## config.mk

```make
export PLATFORM = sky130hd
export DESIGN_NAME = i2c_regslave
export DESIGN_NICKNAME = d
export VERILOG_FILES = /design/src/rtl/i2c_regslave.sv
export SDC_FILE = /design/constraint.sdc
export NUM_CORES = 1
export LEC_CHECK = 0
export BUFFER_PORTS_ARGS = -buffer_cell sky130_fd_sc_hd__buf_2
export CAP_MARGIN = 20
export CORE_MARGIN = 5
export CORE_UTILIZATION = 58
export CTS_CLUSTER_DIAMETER = 50
export DETAILED_ROUTE_END_ITERATION = 8
export HOLD_SLACK_MARGIN = 0.1
export PLACE_DENSITY = 0.8
export SYNTH_ARGS = -nofsm -noshare
export SYNTH_HDL_FRONTEND = slang
export SYNTH_SLANG_ARGS = --single-unit
```

## constraint.sdc

```tcl
create_clock -name clk -period 2.6 [get_ports clk]
set_clock_uncertainty 0.2 [all_clocks]
set_input_delay 0.26 -clock clk [delete_from_list [all_inputs] [get_ports clk]]
set_output_delay 0.26 -clock clk [all_outputs]
set_load 0.03 [all_outputs]
```

## src/rtl/i2c_regslave.sv

```systemverilog
module i2c_regslave #(
  parameter logic [6:0] DEV_ADDR = 7'h3A,
  parameter int         SYNC     = 2
) (
  input  logic       clk,
  input  logic       rst_n,
  input  logic       scl_i,
  input  logic       sda_i,
  output logic       sda_oe,
  output logic [7:0] reg_addr,
  output logic [7:0] reg_wdata,
  output logic       reg_we,
  input  logic [7:0] reg_rdata
);
  typedef enum logic [2:0] {IDLE, ADDR, WR, RD, SKIP} st_t;

  logic [SYNC-1:0] scl_sh, sda_sh;
  logic scl_q, sda_q;
  wire  scl_s = scl_sh[SYNC-1];
  wire  sda_s = sda_sh[SYNC-1];

  wire start_det = scl_s & scl_q & sda_q & ~sda_s;
  wire stop_det  = scl_s & scl_q & ~sda_q & sda_s;
  wire scl_rise  = scl_s & ~scl_q;
  wire scl_fall  = ~scl_s & scl_q;

  st_t        st;
  logic [3:0] bcnt;
  logic [7:0] sr, ptr;
  logic       rw, got_cmd, we_r;

  wire [7:0] byte_in = {sr[6:0], sda_s};

  assign reg_addr  = ptr;
  assign reg_wdata = sr;
  assign reg_we    = we_r;

  always_ff @(posedge clk or negedge rst_n) begin
    if (!rst_n) begin
      scl_sh <= '1;
      sda_sh <= '1;
      scl_q  <= 1'b1;
      sda_q  <= 1'b1;
    end else begin
      scl_sh <= {scl_sh[SYNC-2:0], scl_i};
      sda_sh <= {sda_sh[SYNC-2:0], sda_i};
      scl_q  <= scl_s;
      sda_q  <= sda_s;
    end
  end

  always_ff @(posedge clk or negedge rst_n) begin
    if (!rst_n) begin
      st      <= IDLE;
      bcnt    <= '0;
      sr      <= '0;
      ptr     <= '0;
      rw      <= 1'b0;
      got_cmd <= 1'b0;
      we_r    <= 1'b0;
      sda_oe  <= 1'b0;
    end else begin
      we_r <= 1'b0;
      if (we_r) ptr <= ptr + 8'd1;
      if (start_det) begin
        st      <= ADDR;
        bcnt    <= '0;
        got_cmd <= 1'b0;
        sda_oe  <= 1'b0;
      end else if (stop_det) begin
        st     <= IDLE;
        bcnt   <= '0;
        ptr    <= '0;
        sda_oe <= 1'b0;
      end else if (st == ADDR || st == WR || st == RD) begin
        if (scl_rise) begin
          if (bcnt < 4'd8) begin
            bcnt <= bcnt + 4'd1;
            if (st != RD) begin
              sr <= byte_in;
              if (bcnt == 4'd7) begin
                if (st == ADDR) begin
                  if (byte_in[7:1] == DEV_ADDR) rw <= byte_in[0];
                  else st <= SKIP;
                end else if (!got_cmd) begin
                  ptr     <= byte_in;
                  got_cmd <= 1'b1;
                end else begin
                  we_r <= 1'b1;
                end
              end
            end
          end else if (bcnt == 4'd8) begin
            bcnt <= 4'd9;
            if (st == RD) begin
              if (!sda_s) ptr <= ptr + 8'd1;
              else        st  <= SKIP;
            end
          end
        end else if (scl_fall) begin
          if (bcnt == 4'd8) begin
            sda_oe <= (st != RD);
          end else if (bcnt == 4'd9) begin
            bcnt <= '0;
            if ((st == ADDR && rw) || st == RD) begin
              st     <= RD;
              sr     <= reg_rdata;
              sda_oe <= ~reg_rdata[7];
            end else begin
              st     <= WR;
              sda_oe <= 1'b0;
            end
          end else if (st == RD && bcnt != 4'd0) begin
            sda_oe <= ~sr[3'd7 - bcnt[2:0]];
          end
        end
      end
    end
  end
endmodule

```

==> impl_metrics.csv, run 1 <==
group,metric,value,unit
global_route,grt_start_max_net_pins,34,
clock_network,cts_root_buf,"clkbuf_8",
synth,ys_top_cells_by_count,"dfrtp_1 (27), nand2_1 (25), nor2_1 (21), mux2_2 (17)",
timing,tns,0,ns
critical_path,critPathSlowestCell,"or4b_4",
global_route,grt_pass1_wl,9611,um
synth,syn_area,2293,um2
floorplan,chipHeight,72.88,um
clock_network,cts_sinks,33,
final_layout,synthToLayoutAreaGrowth,17.35,%
floorplan,rows,22,
flow_run,max-cap-violations,0,
critical_path,path_delay_family,"simple AND/OR/NAND/NOR gates",
final_layout,post-route-util,71.89,%
hold_path,hold_start,"reg_rdata[2]",
timing,max_freq,0.4122,GHz
floorplan,die_w,72.88,um
hold_path,holdPathStages,3,
final_layout,drive_above_1_share,28.72,%
critical_path,worstPathCellList,"or4b_4 -> o31a_4 -> nor2_4 -> and3_1 -> xnor2_1 -> o221ai_2",
synth,synth_area_leaders,"dfrtp_1 (29%), mux2_2 (8.3%), dfstp_2 (6.9%)",
floorplan,io_pins,30,
critical_path,r2r_start,"bcnt[0]",
synth,seq_area_frac_synth,36.33,%
synth,synth_cells,248,
run_status,outcome,"finished, final reports clean",
routing,wl,5871,um
clock_network,cts_setup_buffers,0,
hold_path,hold_path_class,"input pin to register",
synth,yosys.area.top_type,"dfrtp_1",
clock_network,cts_tree,"done",
timing,hold_viol,0,
final_layout,stdcell_count,337,
critical_path,required,2.57,ns
synth,async_flop_share,100.0,%
clock_network,cts_resized,0,
final_layout,diodes,0,
timing,slew_violations,0,
critical_path,cp-startpoint,"bcnt[0]",
final_layout,final-seq-area,833.3,um2
clock_network,clock_path_buffers,2,
critical_path,worstPathArrival,2.39,ns
critical_path,worst_setup_path_end_kind,"register",
synth,yosysMostFrequentCell,"dfrtp_1",
critical_path,cp-start-kind,"register",
global_route,antenna_found_initial,0,
synth,ys.flop_type,"dfrtp_1",
global_route,overflow,0,
power_and_ir_drop,ir_drop,0.7987,mV
global_route,grt_pass1_vias,1976,
clock_network,htree_levels,2,
power_and_ir_drop,power_density,865.0,nW/um2
routing,vias,2096,
critical_path,reg2reg_to,"reg_addr[6]",
synth,synth_edf_count,0,
routing,wl_per_cell,17.42,um
synth,syn_nets,267,
synth,synth.avg_cell_area,9.248,um2
placed_design,dpl.hpwl,4124,um
routing,drt_iter0_markers,177,
critical_path,cp_max_fo,9,
floorplan,initial_core_util,61.26,%
timing,layout_setup_ws,0.1741,ns
timing,rsz0062_at_grt,"no",
final_layout,fillers,290,
clock_network,clock_latency,0.29,ns
critical_path,worst_path_largest_cell_delay,0.63,ns
synth,yosysTopAreaCellShare,29.46,%
global_route,grtUsageTotal,23.31,%
timing,slew_headroom,52.29,%
final_layout,stdcell_area,2691,um2
critical_path,r2r_cells,6,
routing,drt.antenna.violating_nets,0,
placed_design,placed_cell_area,2514,um2
clock_network,cts_made_buffers,5,
hold_path,whs_endpoint,"reg_wdata[2]",
routing,drc_errors,0,
placed_design,io_buffer_count,29,
timing,period_share,93.30,%
placed_design,placed_cells,325,
routing,viasPerCell,6.220,
synth,ys_ff_latch,33,
final_layout,multi_input_area,1366,um2
critical_path,rrSetupSlack,0.17,ns
final_layout,final_nets,307,
routing,firstDrtPassIters,5,
floorplan,dieArea,5311,um2
clock_network,clk_pin_slew,0.08,ns
placed_design,place_congestion,1.003,
critical_path,crit_type,"register to register",
critical_path,critical_path_buf_inv_count,0,
placed_design,place_ws,0.1961,ns
power_and_ir_drop,leakagePower,1.141,nW
synth,ys_types,54,
floorplan,core_area,3744,um2
timing,worst_pin_slew,0.7157,ns
timing,post-route-min-period,2.426,ns
synth,ys_warn_count,0,
timing,setup_viol,0,
## layer usage
| metal | GRT usage [%] | share of wire [%] | vias to the layer above |
|---|---|---|---|
| met1 | 32.96 | 44 | 997 |
| li1 | - | - | 980 |
| met3 | 4.408 | 8.2 | 9 |
| met5 | 0 | 0 | - |
| met2 | 36.47 | 47 | 110 |
| met4 | 6.557 | 1.2 | 0 |
## sequential cells by signal (all words and copies together) (netlist names)
name / count
reg_addr: 8
reg_wdata: 8
bcnt: 4
st: 3
scl_sh: 2
sda_sh: 2
got_cmd: 1
reg_we: 1
rw: 1
scl_q: 1
sda_oe: 1
sda_q: 1
## cells in the final DEF, fill, tap and decap left out, types with 3 or more instances in the layout
cell	Yosys	routed
o22ai_1	6	6
o221ai_1	5	5
inv_1	9	9
buf_2	3	29
ha_1	7	7
clkbuf_8	0	5
buf_4	1	10
nand3_1	10	10
dfrtp_1	27	27
nand2_1	25	25
xnor2_1	5	5
nor4b_1	3	3
nand4_1	3	3
nor2b_1	5	5
and2_1	4	4
dlygate4sd3_1	0	4
mux2i_1	3	3
mux2_2	17	17
nor3_1	5	5
o21ai_0	15	15
a21oi_1	15	15
nor2_1	21	21
dfstp_2	6	6
nand3b_1	4	4
xor2_1	9	9
## what timing repair did
| action | 4_1_cts | 5_1_grt |
|---|---|---|
| endpoints found under the setup margin | 0 | 0 |
| endpoints found under the hold margin | 30 | 0 |
| hold buffers | 4 | 0 |
## worst max-delay path by stage
stage                  endpoint  slack, ns  depth (start not counted)
finish              reg_addr[6]       0.17                          6
global route              st[0]       0.07                          6
CTS                 reg_addr[6]       0.18                          6
detailed placement  reg_addr[6]       0.20                          6
global placement    reg_addr[6]       0.25                          6
floorplan           reg_addr[6]       0.24                          7
## tightest hold or removal path: stages
cell and delay [ns]:
buf_2 0.07, mux2_2 0.13, mux2_2 0.13
## cell families after synthesis
| group | synth area share (%) |
|---|---|
| buffers and inverters | 4.092 |
| and+or+nand+nor | 21.82 |
| muxes | 11.62 |
| AOI/OAI and AO/OA | 16.97 |
| DFF | 36.33 |
| adders and majority gates | 3.819 |
| xor gates and xnor gates | 5.347 |
## area by class of cell
class                      count  area share (%)
clock buffer                   5           2.557
timing repair buffer          43           9.670
sequential                    33           30.96
tap                           48           2.232
inverter                       9           1.255
multi-input combinational    196           50.77
clock inverter                 3           2.557
## metrics by stage
step | power, mW | hold WS, ns
global route | 2.456 | 0.1321
detailed placement | 1.716 | 0.1473
CTS | 2.315 | 0.1285
floorplan | 1.429 | -0.2356
finish | 2.328 | 0.1260
global placement | 1.705 | 0.1456
## power breakdown
part           switching, mW  internal (mW)
Combinational          0.514          0.361
Sequential             0.216          0.640
Clock                  0.211          0.386
Note: power is estimated with default switching activity, not from simulation.
==> inputs of run 2 (changes only) <==
--- a/config.mk
+++ b/config.mk
@@ -8,11 +8,10 @@
 export BUFFER_PORTS_ARGS = -buffer_cell sky130_fd_sc_hd__buf_2
 export CAP_MARGIN = 20
 export CORE_MARGIN = 5
-export CORE_UTILIZATION = 58
+export CORE_UTILIZATION = 30
 export CTS_CLUSTER_DIAMETER = 50
 export DETAILED_ROUTE_END_ITERATION = 8
 export HOLD_SLACK_MARGIN = 0.1
-export PLACE_DENSITY = 0.8
 export SYNTH_ARGS = -nofsm -noshare
 export SYNTH_HDL_FRONTEND = slang
 export SYNTH_SLANG_ARGS = --single-unit
==> run 2 against run 1 <==
- register-to-register slack about the same
- critical path type unchanged
- sequential power about the same
- via count fell by 2.5%
- die area rose by 79%
- non-clock buffer count increased by 1
- total power is 6.6% lower
==> impl_metrics.csv, run 2 (synthesized netlist as in run 1, its figures left out) <==
group,metric,value,unit
floorplan,core_area,7331,um2
final_layout,final_nets,308,
run_status,outcome,"finished, final reports clean",
clock_network,clock_path_buffers,2,
clock_network,clock_latency,0.29,ns
floorplan,chipHeight,97.44,um
power_and_ir_drop,ir_drop,0.6518,mV
critical_path,worst_setup_path_end_kind,"register",
timing,worst_hold_slack,0.1217,ns
global_route,grtUsageTotal,13.63,%
timing,slew_headroom,49.54,%
global_route,grt_pass1_wl,10570,um
clock_network,clk_pin_slew,0.07,ns
routing,wl_per_cell,15.79,um
final_layout,drive_above_1_share,28.97,%
critical_path,crit_type,"register to register",
final_layout,stdcell_area,2726,um2
critical_path,required,2.56,ns
critical_path,worstPathArrival,2.39,ns
clock_network,cts_made_buffers,5,
routing,firstDrtPassIters,4,
clock_network,cts_setup_buffers,0,
hold_path,hold_path_class,"input pin to register",
timing,slew_violations,0,
timing,worst_pin_slew,0.7569,ns
clock_network,htree_levels,2,
clock_network,cts_resized,0,
placed_design,place_congestion,0.9197,
global_route,grt_pass1_vias,2099,
global_route,grt_start_max_net_pins,34,
routing,met1_length,2921,um
routing,drt.antenna.violating_nets,0,
global_route,overflow,0,
final_layout,fillers,754,
placed_design,placed_cell_area,2585,um2
floorplan,rows,31,
power_and_ir_drop,power_density,797.9,nW/um2
critical_path,cp-start-kind,"register",
timing,tns,0,ns
floorplan,dieArea,9494,um2
clock_network,cts_root_buf,"clkbuf_8",
flow_run,max-cap-violations,0,
placed_design,dpl.hpwl,4611,um
timing,post-route-min-period,2.423,ns
routing,wl,6143,um
final_layout,synthToLayoutAreaGrowth,18.88,%
timing,hold_viol,0,
routing,viasPerCell,5.254,
timing,setup_viol,0,
timing,period_share,93.20,%
routing,drt_iter0_markers,92,
power_and_ir_drop,leakagePower,1.132,nW
clock_network,cts_tree,"done",
routing,met2_length,2693,um
global_route,antenna_found_initial,0,
placed_design,io_buffer_count,29,
routing,vias,2044,
timing,rsz0062_at_grt,"no",
routing,drc_errors,0,
floorplan,die_w,97.44,um
floorplan,initial_core_util,31.29,%
routing,dr.max_layer_used,"met4",
critical_path,cp_max_fo,9,
power_and_ir_drop,finalPower,2.175,mW
final_layout,layout_common_cells,"buf_2 (29), dfrtp_1 (27), nand2_1 (25)",
routing,wl_met3,466,um
final_layout,diodes,0,
floorplan,io_pins,30,
timing,max_freq,0.4127,GHz
final_layout,layout_commonest_cell,"buf_2",
clock_network,cts_sinks,33,
## run 2: cell types whose count changed in the layout (fill, tap and decap cells not counted), sizes merged
| cell | delta |
|---|---|
| clkinv | +1 |
| inv | -1 |
| bufinv | -2 |
| buf | +1 |
| clkbuf | +2 |
## run 2: layer usage
layer	up-vias	GRT usage [%]
li1	986	-
met1	976	19.17
met2	74	20.56
met3	8	3.230
met4	0	4.366
met5	-	0
## run 2: layout make-up
cell class	count	area [um2]	share of cell area [%]
sequential	33	833.3	30.56
inverter	9	33.78	1.239
timing repair buffer	44	267.8	9.821
tap	99	123.9	4.543
clock buffer	7	96.34	3.534
clock inverter	1	5.005	0.1836
multi-input combinational	196	1366	50.11
## run 2: timing repair
action | CTS | global route
endpoints found under the hold margin | 30 | 0
setup endpoints to repair | 0 | 0
hold buffers | 4 | 0
## run 2: report_power, final
part	switching (mW)	internal (mW)	leakage, nW	total, mW
Clock	0.195	0.239	0.0542	0.435
Combinational	0.524	0.361	0.674	0.884
Sequential	0.216	0.640	0.403	0.857
Total	0.935	1.24	1.13	2.18
## run 2: path summary, 6_finish.rpt
check | slack [ns] | depth (start not counted) | start | endpoint
setup / recovery | 0.18 | 6 | bcnt[0] | reg_addr[6]
hold / removal | 0.12 | 3 | reg_rdata[6] | reg_wdata[6]
setup reg to reg | 0.18 | 6 | bcnt[0] | reg_addr[6]
hold reg to reg | 0.16 | 0 | sda_sh[0] | sda_sh[1]
max in group asynchronous | 1.35 | 2 | rst_n | rw
min in group asynchronous | 0.37 | 2 | rst_n | reg_addr[6]
## run 2: metrics by stage
step                      utilization [%]  cells  worst slack, ns
final                               37.19    389           0.1768
after global routing                37.19    389          0.08295
after CTS                           37.19    389           0.1822
after detailed placement            35.26    377           0.2028
after global placement              35.26    377           0.2325
after floorplan                         -    248           0.2438
## run 2: worst max-delay path, stage by stage, from the launching register on
cell and delay (ns):
dfrtp_1 0.49, or4b_4 0.63, o31a_4 0.40, nor2_4 0.13
and3_1 0.18, xnor2_1 0.14, o221ai_2 0.13
